### src/rtl/pgwalk_pkg.sv
package pgwalk_pkg;
  typedef enum logic [2:0] {
    ST_IDLE, ST_RD_DIR, ST_WT_DIR, ST_RD_PTE, ST_WT_PTE, ST_DONE
  } walk_state_e;

  typedef enum logic [1:0] {
    RES_OK   = 2'd0,
    RES_PAGE = 2'd1,
    RES_PROT = 2'd2
  } walk_res_e;

  localparam int BIT_PRESENT = 0;
  localparam int BIT_RDONLY  = 1;
  localparam int BIT_CACHE   = 3;
endpackage

### src/rtl/pgwalk_addr.sv
// Builds the entry address of one table level: page base, index, entry-size zeros.
module pgwalk_addr #(
  parameter int PPN_W   = 20,
  parameter int IDX_W   = 10,
  parameter int ENT_LOG = 2
) (
  input  logic [PPN_W-1:0]               base_ppn,
  input  logic [IDX_W-1:0]               index,
  output logic [PPN_W+IDX_W+ENT_LOG-1:0] ent_addr
);
  always_comb ent_addr = {base_ppn, index, {ENT_LOG{1'b0}}};
endmodule

### src/rtl/pgwalk_entry_chk.sv
// Judges one fetched entry: absence first, then write to read-only.
module pgwalk_entry_chk #(
  parameter int ENT_W = 32
) (
  input  logic [ENT_W-1:0]     entry,
  input  logic                 is_write,
  output pgwalk_pkg::walk_res_e verdict
);
  import pgwalk_pkg::*;
  always_comb begin
    if (!entry[BIT_PRESENT])                verdict = RES_PAGE;
    else if (is_write && entry[BIT_RDONLY]) verdict = RES_PROT;
    else                                    verdict = RES_OK;
  end
endmodule

### src/rtl/pgwalk_fsm.sv
module pgwalk_fsm (
  input  logic                    clk,
  input  logic                    rst,
  input  logic                    req_valid,
  input  logic                    mem_req_ready,
  input  logic                    mem_rsp_valid,
  input  pgwalk_pkg::walk_res_e   verdict,
  output pgwalk_pkg::walk_state_e state
);
  import pgwalk_pkg::*;
  walk_state_e nxt;

  always_comb begin
    nxt = state;
    unique case (state)
      ST_IDLE:   if (req_valid) nxt = ST_RD_DIR;
      ST_RD_DIR: if (mem_req_ready) nxt = ST_WT_DIR;
      ST_WT_DIR: if (mem_rsp_valid) nxt = (verdict == RES_OK) ? ST_RD_PTE : ST_DONE;
      ST_RD_PTE: if (mem_req_ready) nxt = ST_WT_PTE;
      ST_WT_PTE: if (mem_rsp_valid) nxt = ST_DONE;
      ST_DONE:   nxt = ST_IDLE;
      default:   nxt = ST_IDLE;
    endcase
  end

  always_ff @(posedge clk) begin
    if (rst) state <= ST_IDLE;
    else     state <= nxt;
  end

  // a waiting state is left only on a response
  p_wait_rsp_r8: assert property (@(posedge clk) disable iff (rst)
    (state == ST_WT_DIR && !mem_rsp_valid) |=> state == ST_WT_DIR);
  // a refused directory entry never leads to a leaf read
  p_dir_stop_r5: assert property (@(posedge clk) disable iff (rst)
    (state == ST_WT_DIR && mem_rsp_valid && verdict != RES_OK) |=> state == ST_DONE);
endmodule

### src/rtl/pgwalk_top.sv
module pgwalk_top #(
  parameter int VA_W      = 32,
  parameter int PA_W      = 32,
  parameter int ENT_W     = 32,
  parameter int PAGE_BITS = 12,
  parameter int IDX_W     = 10
) (
  input  logic            clk,
  input  logic            rst,
  input  logic            base_load,
  input  logic [PA_W-1:0] base_value,
  input  logic            req_valid,
  output logic            req_ready,
  input  logic [VA_W-1:0] req_vaddr,
  input  logic            req_write,
  output logic            mem_req_valid,
  input  logic            mem_req_ready,
  output logic [PA_W-1:0] mem_req_addr,
  input  logic            mem_rsp_valid,
  input  logic [ENT_W-1:0] mem_rsp_data,
  output logic            rsp_valid,
  output logic [1:0]      rsp_code,
  output logic [PA_W-1:0] rsp_paddr,
  output logic            rsp_cacheable
);
  import pgwalk_pkg::*;

  localparam int PPN_W   = PA_W - PAGE_BITS;
  localparam int ENT_LOG = $clog2(ENT_W / 8);
  localparam int LEVELS  = 2;
  localparam int LOW_W   = VA_W - IDX_W;   // vaddr bits still needed after acceptance

  walk_state_e state;
  walk_res_e   verdict;

  logic [PA_W-1:0]  base_q;
  logic [LOW_W-1:0] va_q;
  logic             wr_q;
  logic [PA_W-1:0]  addr_q;
  logic [1:0]       code_q;
  logic [PA_W-1:0]  paddr_q;
  logic             cache_q;

  // Per-level address formation: level 0 from the base register, level 1 from the directory entry.
  logic [PPN_W-1:0] lvl_base [LEVELS];
  logic [IDX_W-1:0] lvl_idx  [LEVELS];
  logic [PA_W-1:0]  lvl_addr [LEVELS];

  always_comb begin
    lvl_base[0] = base_q[PA_W-1 -: PPN_W];
    lvl_idx[0]  = req_vaddr[VA_W-1 -: IDX_W];
    lvl_base[1] = mem_rsp_data[ENT_W-1 -: PPN_W];
    lvl_idx[1]  = va_q[PAGE_BITS +: IDX_W];
  end

  for (genvar lv = 0; lv < LEVELS; lv++) begin : g_level
    pgwalk_addr #(.PPN_W(PPN_W), .IDX_W(IDX_W), .ENT_LOG(ENT_LOG)) u_addr (
      .base_ppn (lvl_base[lv]),
      .index    (lvl_idx[lv]),
      .ent_addr (lvl_addr[lv])
    );
  end

  pgwalk_entry_chk #(.ENT_W(ENT_W)) u_chk (
    .entry    (mem_rsp_data),
    .is_write (wr_q),
    .verdict  (verdict)
  );

  pgwalk_fsm u_fsm (
    .clk           (clk),
    .rst           (rst),
    .req_valid     (req_valid),
    .mem_req_ready (mem_req_ready),
    .mem_rsp_valid (mem_rsp_valid),
    .verdict       (verdict),
    .state         (state)
  );

  always_ff @(posedge clk) begin
    if (rst) base_q <= '0;
    else if (base_load) base_q <= base_value;
  end

  always_ff @(posedge clk) begin
    if (rst) begin
      va_q    <= '0;
      wr_q    <= 1'b0;
      addr_q  <= '0;
      code_q  <= RES_OK;
      paddr_q <= '0;
      cache_q <= 1'b0;
    end else begin
      unique case (state)
        ST_IDLE: if (req_valid) begin
          va_q   <= req_vaddr[LOW_W-1:0];
          wr_q   <= req_write;
          addr_q <= lvl_addr[0];
        end
        ST_WT_DIR: if (mem_rsp_valid) begin
          if (verdict == RES_OK) begin
            addr_q <= lvl_addr[1];
          end else begin
            code_q  <= verdict;
            paddr_q <= '0;
            cache_q <= 1'b0;
          end
        end
        ST_WT_PTE: if (mem_rsp_valid) begin
          code_q <= verdict;
          if (verdict == RES_OK) begin
            paddr_q <= {mem_rsp_data[ENT_W-1 -: PPN_W], va_q[PAGE_BITS-1:0]};
            cache_q <= mem_rsp_data[BIT_CACHE];
          end else begin
            paddr_q <= '0;
            cache_q <= 1'b0;
          end
        end
        default: ;
      endcase
    end
  end

  assign req_ready     = (state == ST_IDLE);
  assign mem_req_valid = (state == ST_RD_DIR) || (state == ST_RD_PTE);
  assign mem_req_addr  = addr_q;
  assign rsp_valid     = (state == ST_DONE);
  assign rsp_code      = code_q;
  assign rsp_paddr     = paddr_q;
  assign rsp_cacheable = cache_q;

  // offset bits of a good result match the request
  p_offset_r4: assert property (@(posedge clk) disable iff (rst)
    (rsp_valid && rsp_code == RES_OK) |-> rsp_paddr[PAGE_BITS-1:0] == va_q[PAGE_BITS-1:0]);
  // a fault carries no address and no cacheable flag
  p_fault_clear_r6: assert property (@(posedge clk) disable iff (rst)
    (rsp_valid && rsp_code != RES_OK) |-> (rsp_paddr == '0 && !rsp_cacheable));
  // request held steady until taken
  p_req_hold_r8: assert property (@(posedge clk) disable iff (rst)
    (mem_req_valid && !mem_req_ready) |=> (mem_req_valid && $stable(mem_req_addr)));
  // busy right after accepting
  p_accept_r9: assert property (@(posedge clk) disable iff (rst)
    (req_valid && req_ready) |=> !req_ready);
  // result is a single-cycle pulse
  p_pulse_r11: assert property (@(posedge clk) disable iff (rst)
    rsp_valid |=> !rsp_valid);
  // no protection fault reported for a read
  p_read_noprot_r7: assert property (@(posedge clk) disable iff (rst)
    (rsp_valid && !wr_q) |-> rsp_code != RES_PROT);
endmodule

### config.mk
export PLATFORM = sky130hd
export DESIGN_NAME = pgwalk_top
export DESIGN_NICKNAME = d
export VERILOG_FILES = /design/src/rtl/pgwalk_pkg.sv /design/src/rtl/pgwalk_addr.sv /design/src/rtl/pgwalk_entry_chk.sv /design/src/rtl/pgwalk_fsm.sv /design/src/rtl/pgwalk_top.sv
export SDC_FILE = /design/constraint.sdc
export NUM_CORES = 1
export LEC_CHECK = 0
export ABC_AREA = 1
export BUFFER_PORTS_ARGS = -buffer_cell sky130_fd_sc_hd__buf_2
export CORE_MARGIN = 2
export CORE_UTILIZATION = 49
export DETAILED_ROUTE_END_ITERATION = 7
export PLACE_DENSITY = 0.8
export SLEW_MARGIN = 20
export SYNTH_ARGS = -nofsm -noshare
export SYNTH_HDL_FRONTEND = slang
export SYNTH_SLANG_ARGS = --single-unit
### constraint.sdc
create_clock -name clk -period 1.7 [get_ports clk]
set_input_delay 0.085 -clock clk [delete_from_list [all_inputs] [get_ports clk]]
set_output_delay 0.085 -clock clk [all_outputs]
set_load 0.1 [all_outputs]
# Word level (Yosys, flattened, before mapping)
# Cells that the tools add are included.
# Widths: inputs -> output; s select.
[classes]
addsub = 0
multipliers = 0
n_div = 0
n_lt_le_gt_ge = 0
n_eq_ne = 12
n_shift = 0
n_mux = 27
bitwise_logic = 0
n_reduce_logical = 10
[ops]
columns = ["cell", "n"]
rows = [
  ["$mux 32", 7],
  ["$pmux 32 s2", 2],
  ["$mux 3", 6],
  ["$pmux 3 s5", 1],
  ["$ne 2x2->1 const B", 7],
  ["$mux 2", 5],
  ["$reduce_and 4->1", 2],
  ["$eq 3x2->1 const B", 2],
  ["$eq 3x3->1 const B", 2],
  ["$reduce_and 5->1", 1],
  ["$mux 1", 4],
  ["$pmux 2 s2", 1],
  ["$reduce_bool 2->1", 2],
  ["$eq 3x1->1 const B", 1],
  ["$logic_not 3->1", 1],
  ["$logic_not 2->1", 1],
  ["$pmux 1 s2", 1],
  ["$reduce_and 2->1", 1],
  ["$logic_and 1x1->1", 1],
  ["$logic_or 1x1->1", 1],
]
[word_totals]
register_bits = 125
latchBits = 0
mem_bits_rw = 0
romBits = 0
out_inout_bits = 70
wordCells = 57
mem_count = 0

# Longest topological paths before layout
# Gate-level depths: netlist (run 1).
[logic_depth]
depth_word = 7
mapped_depth = 8
depth_no_buf = 8

# Cells and area by module
# A second synthesis (run 1) with hierarchy kept.
[unflattened]
cells_unflattened = 836
area_unflattened_um2 = 5647.9
[modules_own_cells]
columns = ["mod", "n_inst", "cells_per_inst", "area_each_um2", "seq_area_each_um2"]
rows = [
  ["pgwalk_top", 1, 731, 4946.0, 2202.1],
  ["pgwalk_addr", 2, 33, 244.0, 0.0],
  ["pgwalk_fsm", 1, 36, 200.2, 60.1],
  ["pgwalk_entry_chk", 1, 3, 13.8, 0.0],
]

# Worst setup path after synthesis (run 1)
# OpenSTA, ideal clock, no wires.
[synth_timing]
kind = "register to output"
start = "register u_fsm.state[1]"
end = "output port rsp_valid"
arrival_time_ns = 2.715
required_time_ns = 1.615
setup_slack_ns = -1.100
path_stages_with_launch = 4
path_buffers = 2
path_cell_list = "dfxtp_1 -> buf_6 -> clkbuf_1 -> nor3_1"
[synth_via]
elab_chain_len = 1
[synth_rtl]
columns = ["element", "line", "text"]
rows = [
  ["from (decl)", "pgwalk_fsm.sv:8", "output pgwalk_pkg::walk_state_e state"],
  ["from (signal assigned)", "pgwalk_fsm.sv:28", "else state <= nxt;"],
  ["$eq 3x3->1", "pgwalk_top.sv:127", "assign rsp_valid = (state == ST_DONE);"],
  ["to (decl)", "pgwalk_top.sv:21", "output logic rsp_valid,"],
]
# No other way between the ends.

# Final worst setup path (run 1)
[layout_timing]
start = "register u_fsm.state[0]"
end = "output port mem_req_valid"
[layout_via]
elab_chain_len = 2
word_cells_on_any_way = 3
[layout_rtl]
columns = ["element", "line", "text"]
rows = [
  ["$eq 3x1->1 / $eq 3x2->1 (equally long branches)", "pgwalk_top.sv:125", "assign mem_req_valid = (state == ST_RD_DIR) || (state == ST_RD_PTE);"],
  ["$logic_or 1x1->1 (*)", "pgwalk_top.sv:125", ""],
  ["to (decl)", "pgwalk_top.sv:16", "output logic mem_req_valid,"],
]
# Every way passes the cells marked *; elsewhere a longest branch is shown, timed or not.

==> flow_metrics.py, run 1 <==
metrics = {
    "floorplan": {
        "rows": 35,
        "fp.dieW_um": 101,
        "pin_count": 173,
        "start_util_pct": 50.3,
        "die_h_um": 101,
        "die-area_sq_mm": 0.0102,
        "core_sq_mm": 0.00920,
    },
    "finish": {
        "nNetsFinal": 930,
        "drive_gt1_share_pct": 23.2,
        "n_fill_cell": 752,
        "insertedDiodeCount": 0,
        "syn2layout_area_growth_pct": 33.5,
        "fin_cells": 943,
    },
    "power": {
        "internal_power_mw": 4.88,
        "p_seq_share_pct": 33.5,
        "vdd_drop_max_uv": 991,
        "total_power_mw": 10.1,
        "p_leak_nw": 3.00,
        "comb_power_share_pct": 52.0,
        "netSwitchingPower_mw": 5.22,
        "power_density_mw_per_mm2": 1630,
        "swShare_pct": 51.7,
        "p_clk_share_pct": 14.4,
    },
    "sta": {
        "setup_viol": 0,
        "period_share_pct": 96.4,
        "fin_crit_ns": 1.64,
        "setup_tns_ns": 0,
        "setup_ws_ns": 0.0617,
        "clock_skew_ns": 0.0143,
        "max_slew_margin_pct": 56.8,
        "slew_viol_final": 0,
        "worstMarginPinSlew_ns": 0.647,
        "rsz0062_at_grt": "false",
        "final_hold_viol_count": 0,
        "fmax_mhz": 610,
    },
    "clocking": {
        "cts_tree": "done",
        "clock_latency_ns": 0.37,
        "cts-root-buf": "clkbuf_8",
        "cts.sinks": 111,
        "cts.htree.levels": 3,
        "cts_buffers": 9,
        "path_clk_slew_ns": 0.10,
        "cts_setup_buffers": 0,
        "clockBufferDepth": 2,
    },
    "setup_path": {
        "cp_top_family": "buffers and inverters",
        "required_ns": 1.62,
        "ff2ff_path_depth": 7,
        "crit_path_end_kind": "primary output",
        "cp-start-kind": "flip-flop",
        "crit_path_max_incr_delay_ns": 0.47,
        "rr_endpoint": "va_q[14]",
        "timing.rr.start": "u_fsm.state[0]",
        "worst-path-max-fanout": 5,
        "critPathBufInv": 2,
        "crit_path_start": "u_fsm.state[0]",
        "cp.arrival_ns": 1.55,
        "crit_chain": "inv_1 > nor2_4 > buf_2",
        "regToRegSetupSlack_ns": 0.15,
        "cp_slowest_cell": "dfxtp_1",
        "critPathKind": "reg2out",
    },
    "place": {
        "dp_hpwl_mm": 8.35,
        "dp.cells": 873,
        "dpl_worst_slack_ns": 0.195,
        "gp_congestion": 0.928,
        "port-buffer-count": 149,
    },
    "yosys": {
        "synth_seq_area_share_pct": 48.0,
        "synthTopCellsByArea": "dfxtp_1 48%, nand2_1 13%, nor2_1 11%",
        "yosys.area.top_type": "dfxtp_1",
        "synthCells": 643,
        "synth_top_cell_area_share_pct": 48.0,
        "synth_cell_types": 20,
        "ys_warn_count": 0,
        "synth.cell_area_sq_mm": 0.00463,
        "ys_ff_latch": 111,
        "synth_area_per_cell_sq_um": 7.19,
    },
    "drt": {
        "ant_nets": 0,
        "viasPerCell": 5.21,
        "m1WireLength_mm": 5.68,
        "maxUsedRoutingLayer": "met4",
        "drt-total-wl_mm": 14.0,
        "drt-wirelength-per-cell_um": 14.8,
        "wl_met2_mm": 6.60,
        "drc": 0,
        "wl_met3_um": 957,
        "route.vias.total": 4915,
        "drtIter0Drc": 292,
        "first_pass_iters": 6,
    },
    "global_route": {
        "grt_overflow": 0,
        "grt_pass1_wl_mm": 22.3,
        "grt_use_total_pct": 27.4,
        "antenna_found_initial": 0,
        "grt_max_degree": 76,
        "grt_pass1_vias": 4814,
    },
    "worst_hold_path": {
        "hp-class": "in2reg",
        "hold_end": "rsp_paddr[30]",
        "worst_hold_startpoint": "mem_rsp_data[30]",
        "holdPathStages": 3,
    },
    "outcome": {
        "status": "completed",
    },
    "run": {
        "max-cap-violations": 0,
    },
}
[cells by family (layout without fill, tap and decap cells)]
kind of cell | count (synthesis) | in the layout | synth area share (%)
other | 1 | 2 | 0.0811
AO/OA/AOI/OAI | 100 | 100 | 10.8
AND/OR/NAND/NOR | 364 | 364 | 33.6
flip-flops | 111 | 111 | 48.0
buffers and inverters | 67 | 255 | 7.47
[what timing repair did]
item                                    4_1_cts  5_1_grt
endpoints found under the setup margin        0        2
hold endpoints to repair                     54        0
hold buffers                                 54        0
resized for setup                             0        2
[Yosys cell counts, drive strengths merged]
cell type and instances:
nand2 164, nor2 139, dfxtp 111, o21ai 53, a21oi 47, nand3b 30
nand3 28, buf 23, clkbuf 23, inv 21, nor3 3, conb 1
[flip-flops by register name, indices dropped and copies added (netlist names)]
name and flops:
rsp_paddr 32, base_q 20, mem_req_addr 30, va_q 22
u_fsm.state 3, rsp_cacheable 1, wr_q 1, rsp_code 2
[metrics by stage]
| step | hold slack (ns) | instance area (sq um) | utilization, % |
|---|---|---|---|
| after floorplan | 0.220 | 4650 | - |
| after global placement | 0.311 | 5460 | 59.4 |
| after detailed placement | 0.318 | 5460 | 59.4 |
| after CTS | 0.000183 | 6170 | 67.1 |
| after global routing | 0.0240 | 6180 | 67.2 |
| final | 0.00483 | 6180 | 67.2 |
[cells in the final DEF (no fill, tap or decap)]
cell type,Yosys,layout
nand2_1,162,162
buf_2,9,147
nor2_1,135,134
dfxtp_1,111,110
dlygate4sd3_1,0,54
o21ai_0,53,53
a21oi_1,47,46
nand3b_1,30,30
nand3_1,28,28
inv_1,19,18
buf_4,7,10
clkbuf_8,0,9
buf_12,0,6
nor2_4,2,3
inv_2,2,3
nor3_4,1,2
nor2_2,2,2
nand2_2,2,2
conb_1,1,2
inv_6,0,2
clkinv_2,0,2
clkinv_4,0,2
nor3_1,2,1
a21oi_2,0,1
clkbuf_1,22,1
clkbuf_4,1,1
dfxtp_2,0,1
[worst min-delay path, cell delays in order]
cell and delay [ns]:
buf_2 0.12, nand2_1 0.07, a21oi_1 0.06
[worst max path at each step]
stage / cells past startpoint / endpoint / slack, ns
floorplan: 3 / rsp_valid / 0.14
finish: 3 / mem_req_valid / 0.06
global placement: 7 / va_q[13] / 0.28
global route: 3 / mem_req_valid / 0.02
CTS: 4 / req_ready / 0.03
detailed placement: 7 / va_q[14] / 0.19
[power by group through the flow]
stage | Sequential [mW] | Clock (mW) | Combinational, mW
global placement | 3.40 | 0 | 5.03
finish | 3.38 | 1.46 | 5.25
detailed placement | 3.43 | 0 | 5.08
floorplan | 5.47 | 0 | 2.13
CTS | 3.38 | 1.48 | 5.20
global route | 3.44 | 1.58 | 5.63
[metal layers]
metal / vias to the layer above / GRT usage (%)
met3: 67 / 4.42
met5: - / 0
met2: 256 / 43.8
li1: 2397 / -
met4: 0 / 17.0
met1: 2195 / 34.7
[area by class of cell]
class                   instances  area, sq um  share of cell area (%)
flip-flops and latches        111         2220                    36.0
multi-input cells             466         2080                    33.7
repair buffers                218         1480                    23.9
well taps                     111          139                    2.25
clock buffers                  10          128                    2.07
inverters                      21         78.8                    1.28
clock inverters                 6         45.0                   0.729
Power figures use the tool's default switching activity.
==> run 2: changes to the inputs <==
CORE_UTILIZATION = 44   (was 49)
PLACE_DENSITY = 0.76   (was 0.8)
clock period = 1.5 ns   (was 1.7 ns; I/O delays follow)
==> flow_metrics.py, run 2 (synthesized netlist as in run 1, its figures left out) <==
metrics = {
    "place": {
        "gp_congestion": 0.899,
        "dp.cells": 902,
        "postPlaceCellArea_sq_mm": 0.00555,
        "port-buffer-count": 149,
        "dp_hpwl_mm": 9.00,
        "dpl_worst_slack_ns": -0.109,
    },
    "setup_path": {
        "worst-path-max-fanout": 6,
        "cp.arrival_ns": 1.84,
        "cp-start-kind": "flip-flop",
        "critPathKind": "reg2reg",
        "regToRegSetupSlack_ns": -0.03,
        "required_ns": 1.81,
        "crit_path_end_kind": "flip-flop",
    },
    "finish": {
        "fin_cells": 995,
        "drive_gt1_share_pct": 27.7,
        "nNetsFinal": 957,
        "most-common-layout-cells": "148 x nand2_1, 146 x buf_2, 133 x nor2_1, 108 x dfxtp_1, 64 x dlygate4sd3_1",
        "design_area_sq_mm": 0.00668,
        "largest_register_ff_count": 32,
        "layout_commonest_cell": "nand2_1",
        "syn2layout_area_growth_pct": 44.4,
        "insertedDiodeCount": 0,
        "finish.utilization_pct": 65.0,
    },
    "power": {
        "vdd_drop_max_uv": 2250,
        "total_power_mw": 12.3,
        "power_density_mw_per_mm2": 1830,
        "p_leak_nw": 3.21,
    },
    "floorplan": {
        "start_util_pct": 45.0,
        "fp.dieW_um": 107,
        "die-area_sq_mm": 0.0113,
        "pin_count": 173,
        "rows": 37,
        "die_h_um": 107,
        "core_sq_mm": 0.0103,
    },
    "drt": {
        "drt-wirelength-per-cell_um": 15.0,
        "viasPerCell": 5.16,
        "first_pass_iters": 5,
        "drt-total-wl_mm": 15.0,
        "route.vias.total": 5132,
        "ant_nets": 0,
        "drtIter0Drc": 454,
        "drc": 0,
    },
    "global_route": {
        "grt_pass1_wl_mm": 22.6,
        "grt_use_total_pct": 25.0,
        "antenna_found_initial": 0,
        "grt_max_degree": 76,
        "grt_pass1_vias": 4696,
        "grt_overflow": 0,
    },
    "sta": {
        "rsz0062_at_grt": "true",
        "setup_viol": 13,
        "hold_slack_ns": 0.0178,
        "setup_ws_ns": -0.0301,
        "period_share_pct": 102,
        "slew_viol_final": 0,
        "max_slew_margin_pct": 58.5,
        "fmax_mhz": 654,
        "worstMarginPinSlew_ns": 0.622,
        "clock_skew_ns": 0.0107,
        "setup_tns_ns": -0.177,
        "final_hold_viol_count": 0,
        "fin_crit_ns": 1.53,
    },
    "clocking": {
        "cts-root-buf": "clkbuf_8",
        "cts.sinks": 111,
        "clockBufferDepth": 2,
        "clock_latency_ns": 0.39,
        "path_clk_slew_ns": 0.11,
        "cts.htree.levels": 3,
        "cts_buffers": 9,
        "cts_tree": "done",
    },
    "outcome": {
        "violations": "setup timing",
        "status": "complete, but fails checks",
    },
    "worst_hold_path": {
        "hp-class": "in2reg",
    },
    "run": {
        "max-cap-violations": 0,
    },
}
==> run 2: changes by cell type in the layout (fill, tap and decap cells not counted), moves of 3 or more <==
cell,before,now
nand2_2,2,13
a21oi_2,1,10
nand2_1,162,148
buf_4,10,16
nor2_4,3,6
a21oi_1,46,37
nand2_4,0,3
buf_6,0,7
dlygate4sd3_1,54,64
==> run 2: critical path, stage by stage, from the launching register on <==
cell and delay [ns]:
dfxtp_4 0.38, buf_8 0.13, nor2_4 0.14, nand2_4 0.08, nor3_4 0.26, buf_6 0.15
clkbuf_16 0.15, nand2_2 0.05, a21oi_1 0.13
==> run 2: worst paths after layout <==
check	startpoint	endpoint	cells after the start
max	u_fsm.state[1]	rsp_paddr[4]	8
max reg2reg	u_fsm.state[1]	rsp_paddr[4]	8
min	req_vaddr[16]	va_q[16]	3
min reg2reg	va_q[19]	va_q[19]	2
==> run 2: area by class of cell <==
type                       instances  area (sq um)
tap                              136           170
inverter                          21          81.3
clock inverter                     7          77.6
fill                             865          3600
multi-input combinational        466          2190
timing repair buffer             245          1810
clock buffer                       9           124
sequential                       111          2230
==> run 2: layer usage <==
layer	track usage (%)	up-vias	share of wire (%)
li1	-	2458	-
met1	31.4	2348	41
met2	40.8	270	48
met3	4.97	56	7.0
met4	12.8	0	4.1
met5	0	-	0
==> run 2: repair_timing <==
item / 4_1_cts / 5_1_grt
endpoints found under the hold margin: 64 / 0
pin swaps: 1 / 29
endpoints found under the setup margin: 54 / 71
cloned: 0 / 3
hold buffers: 64 / 0
buffers inserted: 2 / 8
resized for setup: 2 / 43
==> run 2: power breakdown <==
part           internal [mW]  total (mW)  switching (mW)
clock                  0.797        1.87            1.07
combinational           1.74        6.54            4.80
sequential              3.55        3.84           0.290
==> run 3: changes to the inputs <==
CORE_ASPECT_RATIO = 1.25   (was not set)
==> flow_metrics.py, run 3 (synthesized netlist as in run 1, its figures left out) <==
metrics = {
    "setup_path": {
        "worst-path-max-fanout": 25,
        "cp_slowest_cell": "dfxtp_1",
        "regToRegSetupSlack_ns": 0.04,
        "crit_path_frequent_cell": "nand2_1",
        "required_ns": 1.71,
        "rr_endpoint": "rsp_paddr[26]",
        "critPathKind": "reg2reg",
        "ff2ff_path_depth": 8,
        "crit_chain": "nor2_4 > buf_4 > nand3_1 > nand2_1 > nand2_2 > buf_12 > nand2_1 > a21oi_1",
        "cp-start-kind": "flip-flop",
        "crit_path_end_kind": "flip-flop",
        "cp.arrival_ns": 1.66,
        "timing.rr.start": "u_fsm.state[2]",
        "crit_path_max_incr_delay_ns": 0.34,
    },
    "power": {
        "vdd_drop_max_uv": 1250,
        "total_power_mw": 12.5,
        "power_density_mw_per_mm2": 1950,
        "p_leak_nw": 3.10,
    },
    "global_route": {
        "grt_pass1_wl_mm": 21.5,
        "grt_util_met2_pct": 41.2,
        "grt_overflow": 0,
        "grt_use_met1_pct": 26.6,
        "antenna_found_initial": 0,
        "grt_pass1_vias": 4840,
        "grt_use_met3_pct": 3.89,
        "grt_busiest_layer": "met2",
        "grt_max_degree": 37,
        "grt_use_total_pct": 23.7,
    },
    "drt": {
        "drc": 0,
        "viasPerCell": 5.02,
        "ant_nets": 0,
        "drt-total-wl_mm": 13.4,
        "route.vias.total": 4843,
        "first_pass_iters": 4,
        "drt-wirelength-per-cell_um": 13.9,
        "drtIter0Drc": 228,
    },
    "clocking": {
        "cts-root-buf": "clkbuf_16",
        "cts_tree": "done",
        "path_clk_slew_ns": 0.07,
        "clockBufferDepth": 2,
        "cts.sinks": 111,
        "cts.htree.levels": 3,
        "clock_latency_ns": 0.34,
        "cts_buffers": 9,
    },
    "sta": {
        "rsz0062_at_grt": "true",
        "fin_crit_ns": 1.46,
        "fmax_mhz": 687,
        "max_slew_margin_pct": 65.4,
        "clock_skew_ns": 0.00645,
        "setup_viol": 0,
        "slew_viol_final": 0,
        "worstMarginPinSlew_ns": 0.522,
        "final_hold_viol_count": 0,
        "hold_slack_ns": 0.00985,
        "period_share_pct": 97.1,
    },
    "outcome": {
        "status": "completed",
    },
    "finish": {
        "syn2layout_area_growth_pct": 38.4,
        "largest_register_ff_count": 32,
        "nNetsFinal": 934,
        "drive_gt1_share_pct": 24.8,
        "most-common-layout-cells": "160 x nand2_1, 146 x buf_2, 134 x nor2_1, 109 x dfxtp_1, 53 x o21ai_0",
        "insertedDiodeCount": 0,
        "layout_commonest_cell": "nand2_1",
    },
    "worst_hold_path": {
        "holdPathStages": 3,
        "hold_end": "rsp_paddr[15]",
        "worst_hold_startpoint": "mem_rsp_data[15]",
        "hp-class": "in2reg",
    },
    "floorplan": {
        "pin_count": 173,
        "rows": 41,
        "fp.dieW_um": 95.7,
        "die-area_sq_mm": 0.0114,
        "core_sq_mm": 0.0102,
        "die_h_um": 119,
        "start_util_pct": 45.5,
    },
    "place": {
        "port-buffer-count": 149,
        "gp_congestion": 0.807,
        "dp_hpwl_mm": 8.96,
    },
    "run": {
        "max-cap-violations": 0,
    },
}
run 3: cell count changes in the layout (fill, tap and decap cells not counted), sizes merged:
cell         change
inv              -2
clkinv           -1
dlygate4sd3     -18
buf              -3
clkinvlp         +1
run 3: worst max-delay path: cells and delay by family (launching register included):
kind                   cells  cell delay, ns
flip-flops                 1            0.34
buffers and inverters      2            0.32
AND/OR/NAND/NOR            5            0.56
AO/OA/AOI/OAI              1            0.09
run 3: what timing repair did:
action,4_1_cts,5_1_grt
endpoints found under the hold margin,46,0
endpoints found under the setup margin,37,24
gates resized for setup,1,3
buffers inserted,0,1
hold buffers,46,0
pin swaps,1,1
run 3: area by class of cell:
cell class                 count  area, sq um
clock buffer                  11          233
clock inverter                 5         63.8
fill                         889         3750
inverter                      21         78.8
multi-input combinational    466         2100
sequential                   111         2230
tap                          129          161
timing repair buffer         222         1540
run 3: report_power, final:
part	internal [mW]	total, mW	switching, mW
registers	3.55	3.86	0.305
clock network	1.31	2.38	1.07
logic	1.63	6.25	4.62
total	6.50	12.5	5.99
run 3: worst max path at each step:
stage / depth (start not counted) / to / slack, ns / start
5_1_grt: 8 / mem_req_addr[10] / -0.02 / u_fsm.state[2]
4_1_cts: 4 / rsp_valid / 0.05 / u_fsm.state[2]
3_3_place_gp: 7 / rsp_paddr[6] / 0.02 / u_fsm.state[1]
2_1_floorplan: 3 / rsp_valid / -0.03 / u_fsm.state[1]
3_5_place_dp: 7 / rsp_paddr[8] / -0.05 / u_fsm.state[1]
6_report: 8 / rsp_paddr[26] / 0.04 / u_fsm.state[2]
run 3: stage by stage:
stage                     area [sq um]  cells  utilization [%]  TNS (ns)  setup slack (ns)
after floorplan                   4650    644                -   -0.0295           -0.0295
after global routing              6400    965             63.0   -0.0795           -0.0209
after detailed placement          5630    902             55.4     -1.05           -0.0545
final                             6400    965             63.0         0            0.0438
after CTS                         6390    964             62.9         0            0.0532
after global placement            5630    902             55.4         0            0.0152
run 3: routing by layer:
layer	vias to the layer above	part of all wire, %
li1	2414	-
met1	2209	41
met2	170	50
met3	50	5.1
met4	0	4.0
met5	-	0
